File: src/rtl/rtc_pin_pkg.sv
package rtc_pin_pkg;

  localparam int CTL_W = 6;
  localparam int N_ALM = 2;

  typedef struct packed {
    logic             bat_sq_en;
    logic [1:0]       rate;
    logic             int_mode;
    logic [N_ALM-1:0] alarm_ie;
  } ctl_t;

  localparam ctl_t CTL_RST = '{bat_sq_en: 1'b0, rate: 2'b11, int_mode: 1'b1,
                               alarm_ie: '0};

  // Counter bit whose value is the square wave for a given rate.
  // A bit k of a free counter has period 2^(k+1) ticks.
  function automatic int unsigned tap_of(input logic [1:0] rate, input int unsigned cnt_w);
    case (rate)
      2'b00:   tap_of = cnt_w - 1;  // divide by 2^cnt_w
      2'b01:   tap_of = 4;          // divide by 32
      2'b10:   tap_of = 2;          // divide by 8
      default: tap_of = 1;          // divide by 4
    endcase
  endfunction

endpackage

File: src/rtl/rtc_ctl_reg.sv
module rtc_ctl_reg
  import rtc_pin_pkg::*;
(
  input  logic             clk,
  input  logic             rst_n,
  input  logic             we,
  input  logic [CTL_W-1:0] wdata,
  output ctl_t             q
);

  always_ff @(posedge clk or negedge rst_n) begin
    if (!rst_n)  q <= CTL_RST;
    else if (we) q <= ctl_t'(wdata);
  end

endmodule

File: src/rtl/rtc_sq_div.sv
module rtc_sq_div
  import rtc_pin_pkg::*;
#(
  parameter int unsigned CNT_W = 15
) (
  input  logic             clk,
  input  logic             rst_n,
  input  logic             tick,
  input  logic [1:0]       rate,
  output logic             sq,
  output logic [CNT_W-1:0] cnt
);

  localparam int unsigned TAP_W = $clog2(CNT_W);

  logic [TAP_W-1:0] tap;

  always_ff @(posedge clk or negedge rst_n) begin
    if (!rst_n)    cnt <= '0;
    else if (tick) cnt <= cnt + 1'b1;
  end

  always_comb begin
    tap = TAP_W'(tap_of(rate, CNT_W));
    sq  = cnt[tap];
  end

endmodule

File: src/rtl/rtc_pin_sel.sv
module rtc_pin_sel
  import rtc_pin_pkg::*;
(
  input  logic             sq,
  input  ctl_t             ctl,
  input  logic [N_ALM-1:0] flags,
  input  logic             on_battery,
  output logic             irq_req,
  output logic             blocked,
  output logic             oe,
  output logic             lvl
);

  logic [N_ALM-1:0] gated;

  for (genvar i = 0; i < N_ALM; i++) begin : g_gate
    assign gated[i] = flags[i] & ctl.alarm_ie[i];
  end

  always_comb begin
    irq_req = |gated;
    blocked = on_battery & ~ctl.bat_sq_en;
    if (blocked) begin
      oe  = 1'b0;
      lvl = 1'b0;
    end else if (!ctl.int_mode) begin
      oe  = 1'b1;
      lvl = sq;
    end else begin
      oe  = irq_req;   // open drain: pull low or release
      lvl = 1'b0;
    end
  end

endmodule

File: src/rtl/rtc_pin_ctrl.sv
module rtc_pin_ctrl
  import rtc_pin_pkg::*;
#(
  parameter int unsigned CNT_W = 15
) (
  input  logic             clk,
  input  logic             rst_n,
  input  logic             ref_tick,
  input  logic             ctl_we,
  input  logic [CTL_W-1:0] ctl_wdata,
  output logic [CTL_W-1:0] ctl_q,
  input  logic [N_ALM-1:0] alarm_flag,
  input  logic             on_battery,
  output logic             pin_oe,
  output logic             pin_lvl
);

  ctl_t             ctl;
  logic             sq_raw;
  logic [CNT_W-1:0] div_cnt;
  logic             irq_req;
  logic             pin_blocked;

  rtc_ctl_reg u_reg (
    .clk   (clk),
    .rst_n (rst_n),
    .we    (ctl_we),
    .wdata (ctl_wdata),
    .q     (ctl)
  );

  rtc_sq_div #(.CNT_W(CNT_W)) u_div (
    .clk   (clk),
    .rst_n (rst_n),
    .tick  (ref_tick),
    .rate  (ctl.rate),
    .sq    (sq_raw),
    .cnt   (div_cnt)
  );

  rtc_pin_sel u_sel (
    .sq         (sq_raw),
    .ctl        (ctl),
    .flags      (alarm_flag),
    .on_battery (on_battery),
    .irq_req    (irq_req),
    .blocked    (pin_blocked),
    .oe         (pin_oe),
    .lvl        (pin_lvl)
  );

  assign ctl_q = ctl;

endmodule

File: config.mk
export PLATFORM = sky130hd
export DESIGN_NAME = rtc_pin_ctrl
export DESIGN_NICKNAME = d
export VERILOG_FILES = /design/src/rtl/rtc_pin_pkg.sv /design/src/rtl/rtc_ctl_reg.sv /design/src/rtl/rtc_sq_div.sv /design/src/rtl/rtc_pin_sel.sv /design/src/rtl/rtc_pin_ctrl.sv
export SDC_FILE = /design/constraint.sdc
export NUM_CORES = 1
export LEC_CHECK = 0
export ABC_AREA = 1
export CAP_MARGIN = 20
export CORE_MARGIN = 3
export CORE_UTILIZATION = 50
export CTS_CLUSTER_DIAMETER = 30
export DETAILED_ROUTE_END_ITERATION = 16
export PLACE_DENSITY = 0.78
export REMOVE_ABC_BUFFERS = 1
export SYNTH_ARGS = -nofsm -noshare
export SYNTH_HDL_FRONTEND = slang
export SYNTH_SLANG_ARGS = --single-unit
File: constraint.sdc
create_clock -name clk -period 1.6 [get_ports clk]
set_input_delay 0.16 -clock clk [delete_from_list [all_inputs] [get_ports clk]]
set_output_delay 0.16 -clock clk [all_outputs]
set_load 0.005 [all_outputs]
Word-level counts from Yosys, hierarchy flattened
Index checks and enable logic that the tools add are counted.
{ "op_classes": {"addsub": 1, "reduce_logical": 2, "magnitude_cmp": 1, "n_bitwise": 4, "n_mux": 7, "eq_ne": 2} }
{ "ops": {"columns": ["operator", "count"], "rows": [
  ["$add A15 B1 Y15 const B", 1],
  ["$pmux W4 S3", 1],
  ["$lt A4 B5 Y1 const B", 1],
  ["$mux W1", 5],
  ["$bmux W1 S4", 1],
  ["$and A1 B1 Y1", 3],
  ["$eq A2 B1 Y1 const B", 1],
  ["$eq A2 B2 Y1 const B", 1],
  ["$logic_not A2 Y1", 1],
  ["$reduce_or A2 Y1", 1],
  ["$not A1 Y1", 1]
]} }
{ "word_totals": {"elab_cells": 22, "inputBits": 13, "regBits": 21} }

Logic depth before layout (Yosys ltp)
{ "logic_depth": {"ltp_word": 6, "mapped_depth": 6} }

Modules after synthesis
From an unflattened synthesis, not the netlist that was laid out.
{ "hier_totals": {"hier_cells": 133, "area_unflattened_um2": 1063.5} }
{ "modules_own_cells": {"columns": ["mod", "seq_area_each_um2", "n_inst", "area_per_inst_um2", "cells_each"], "rows": [
  ["rtc_sq_div", 375.4, 1, 792.0, 97],
  ["rtc_ctl_reg", 153.9, 1, 225.2, 25],
  ["rtc_pin_sel", 0.0, 1, 46.3, 11]
]} }

Worst setup path before layout
No wires, ideal clock.
{ "synth_timing": {"path_type": "reg2reg", "startpoint": "reg u_div.cnt[0]", "endpoint": "reg u_div.cnt[6]", "setup_time_ps": 118, "path_slack_ps": 449, "path_buffers": 0, "path_stages_with_launch": 6, "t_arrival_ps": 1033, "synth_period_minus_slack_ps": 1151, "path_cell_list": "dfrtp_1 > ha_1 > nand3_2 > nor2_4 > xor2_1 > inv_1"} }
{ "synth_via": {"elab_chain_cells": 1} }
{ "synth_lines": {"columns": ["element", "line_no", "rtl"], "rows": [
  ["from (decl)", "rtc_sq_div.sv:11", "output logic [CNT_W-1:0] cnt"],
  ["from (signal assigned)", "rtc_sq_div.sv:20", "else if (tick) cnt <= cnt + 1'b1;"],
  ["$add A15 B1 Y15", "rtc_sq_div.sv:20", null]
]} }
No other way between the ends.
A chain may end at the register's enable or synchronous reset.

Worst setup path after layout
{ "layout_timing": {"startpoint": "reg u_reg.q[2] in the netlist's numbering", "endpoint": "out ctl_q[2]"} }
{ "layout_rtl": {"columns": ["element", "line_no", "rtl"], "rows": [
  ["from (decl)", "rtc_ctl_reg.sv:8", "output ctl_t q"],
  ["from (signal assigned)", "rtc_ctl_reg.sv:13", "else if (we) q <= ctl_t'(wdata);"],
  ["to (decl)", "rtc_pin_ctrl.sv:11", "output logic [CTL_W-1:0] ctl_q,"]
]} }
No word-level cell between the ends.

==> summary.txt <==
Clock network
  – H-tree levels: 1
  – Clock sink count: 21
  – Worst-Skew Late Latency: 0.31 ns
  – Post-CTS setup buffers: 0
  – CTS root buf: clkbuf_4
  – Reg clk slew, reported paths: 0.12 ns
  – CTS max path bufs: 2
  – CTS tree: built
  – CTS Buf Count: 3

Setup path
  – Slowest cell on the critical path: dfstp_2
  – Startpoint types: flop
  – Max stage delay on crit path: 0.57 ns
  – Crit Path Class: flop to primary output
  – Crit Path Max Fanout: 4
  – Crit-path cells: clkdlybuf4s50_1
  – Required time of the critical path: 1.44 ns
  – Worst Path Arrival: 1.38 ns
  – CP top delay family: flip-flops
  – CP Buf/Inv Count: 1
  – Critical Path Sink Type: primary output

Routing
  – Vias per inst: 5.01
  – Total vias in the final route: 886
  – DRC: 0
  – Overall routed net length: 2.05 mm
  – Drt wl/cell: 11.6 um
  – Final ANT Viol Nets: 0
  – Drt first pass iters: 4
  – DRT iter0 DRCs: 10

Synth
  – Mapped cell area: 1070 sq um
  – Synth warn: 0
  – Synth Flop Type: dfrtp_1
  – Flip-flop and latch count after synthesis: 21
  – Seq/Total Area, Yosys: 49.3%
  – FFs w/ async S/R, synth: 100%
  – Count leader, synth: nand2_1
  – Mapped Cells: 126
  – Synth Area per Inst: 8.52 sq um
  – Largest area contributor in the netlist: dfrtp_1
  – Number of synthesized flops with an enable pin: 0
  – Post-synth top area share: 42.0%
  – Top post-synthesis cells by area: dfrtp_1 42%, nand2_1 14%, dfstp_2 7.3%
  – Post-synth top cells: 40 x nand2_1, 18 x dfrtp_1, 14 x inv_1
  – Yosys cell types: 19

Place
  – DP Area: 1310 sq um
  – Final HPWL DP: 1.63 mm
  – Gpl congestion: slightly above 0.8
  – Port buffer count: 20

Final layout
  – Cell area after layout: 1330 sq um
  – Share of cells above drive strength 1: 12.0%
  – Synth-to-Final Area Change: 23.9%
  – ANT cells: 0
  – Final #Nets: 165

Global routing
  – Overflow after GRT: 0
  – Antenna violations before repair: 0
  – Largest net degree at the start of global routing: 22
  – First-pass GRT wire length: 3.68 mm
  – Vias in the first global route: around 870
  – Total global-route track usage: 18.7%

Floorplanning
  – Die Height: 52.3 um
  – Rows: 16
  – Core area: 2000 sq um
  – Starting Density: 53.6%
  – # IOs: 21
  – Horiz. Die Dim: 52.3 um
  – Die area: around 2700 sq um

Timing
  – Period utilization: 96.5%
  – Setup TNS: 0 ns
  – Slew Viols, Final: 0
  – Max transition margin: 79.8%
  – Slew @ Worst Pin: 0.303 ns
  – Clock Skews: 0.00775 ns
  – Hold Vio Cnt, Final: 0
  – RSZ-0062 raised after global routing: no
  – Max Freq: 0.647 GHz
  – Period minus WS final: around 1.5 ns
  – Final setup fails: 0

Flow run
  – Max Cap Violations: 0

Pwr
  – Peak supply drop: 0.000651 V
  – Leakage: around 0.59 nW
  – Total Power: 1.38 mW
  – Pwr Density: 1040 nW/um^2

Worst hold path
  – HP Class: input port to async pin

Run status
  – Outcome: complete, no violations
## layer usage
layer  up-vias  GRT usage (%)  wire, um
li1        449              -         -
met3         5           1.71        41
met4         0           10.2        45
met2         7           33.5      1080
met1       425           21.5       887
met5         -              0         0
## stage by stage
step,instances,utilization (%),hold slack [ns],worst slack [ns]
after floorplan,124,-,-0.136,0.449
after global placement,173,65.4,0.455,0.0417
after detailed placement,173,65.4,0.465,0.0260
after CTS,177,66.6,0.174,0.0183
after global routing,177,66.4,0.182,0.0146
final,177,66.4,0.172,0.0553
## path summary, 6_finish.rpt
check | startpoint | end | slack (ns) | cells after the start
min in group clk | ctl_wdata[3] | u_reg.q[3] | 0.39 | 3
worst min register to register | u_div.cnt[14] | u_div.cnt[14] | 0.49 | 2
worst max-delay path | u_reg.q[2] | ctl_q[2] | 0.06 | 1
max in group asynchronous | rst_n | u_reg.q[4] | 1.15 | 2
worst max register to register | u_div.cnt[0] | u_div.cnt[6] | 0.35 | 5
worst min-delay path | rst_n | u_div.cnt[10] | 0.17 | 2
## area by class of cell
class,instances,area (sq um)
Multi-Input combinational cell,89,479
Sequential cell,21,529
Tap cell,27,33.8
Clock buffer,4,26.3
Fill cell,169,672
Inverter,14,52.6
Timing Repair Buffer,22,209
## sequential cells by signal, indices dropped and copies added (netlist names)
| name | cells |
|---|---|
| u_reg.q | 6 |
| u_div.cnt | 15 |
## kinds of logic (layout without fill, tap and decap cells)
kind of cell             Yosys count  count (layout)  synth area share [%]
flip-flops                        21              21                  49.3
XOR/XNOR                           6               6                  4.90
buffers and inverters             16              40                  6.06
adder cells (fa/ha/maj)            1               1                  1.17
AND/OR/NAND/NOR                   70              70                  30.7
AO/OA/AOI/OAI                      8               8                  3.73
multiplexers                       4               4                  4.20
## layout by cell type, fill, tap and decap left out
cell type        instances
a21oi_1                  3
buf_4                    2
clkbuf_1                 1
clkbuf_2                 1
clkbuf_4                 3
clkdlybuf4s50_1         18
dfrtp_1                 18
dfstp_2                  3
dlygate4sd2_1            1
ha_1                     1
inv_1                   14
mux2_2                   4
nand2_1                 40
nand3_1                  9
nand3_2                  1
nand3b_1                 3
nand4_1                  5
nor2_1                   8
nor2_2                   1
nor2_4                   3
o21ai_0                  4
o21ai_1                  1
xnor2_1                  1
xor2_1                   5
## what timing repair did
item	CTS	global route
hold buffers	0	0
setup endpoints to repair	2	1
resized for setup	3	2
## power by group
group          internal (mW)  switching (mW)  leakage (nW)  total, mW
clock                 0.0975           0.162        0.0150      0.259
combinational          0.183           0.183         0.314      0.366
sequential             0.635           0.118         0.261      0.753
Note: power is estimated with default switching activity, not from simulation.
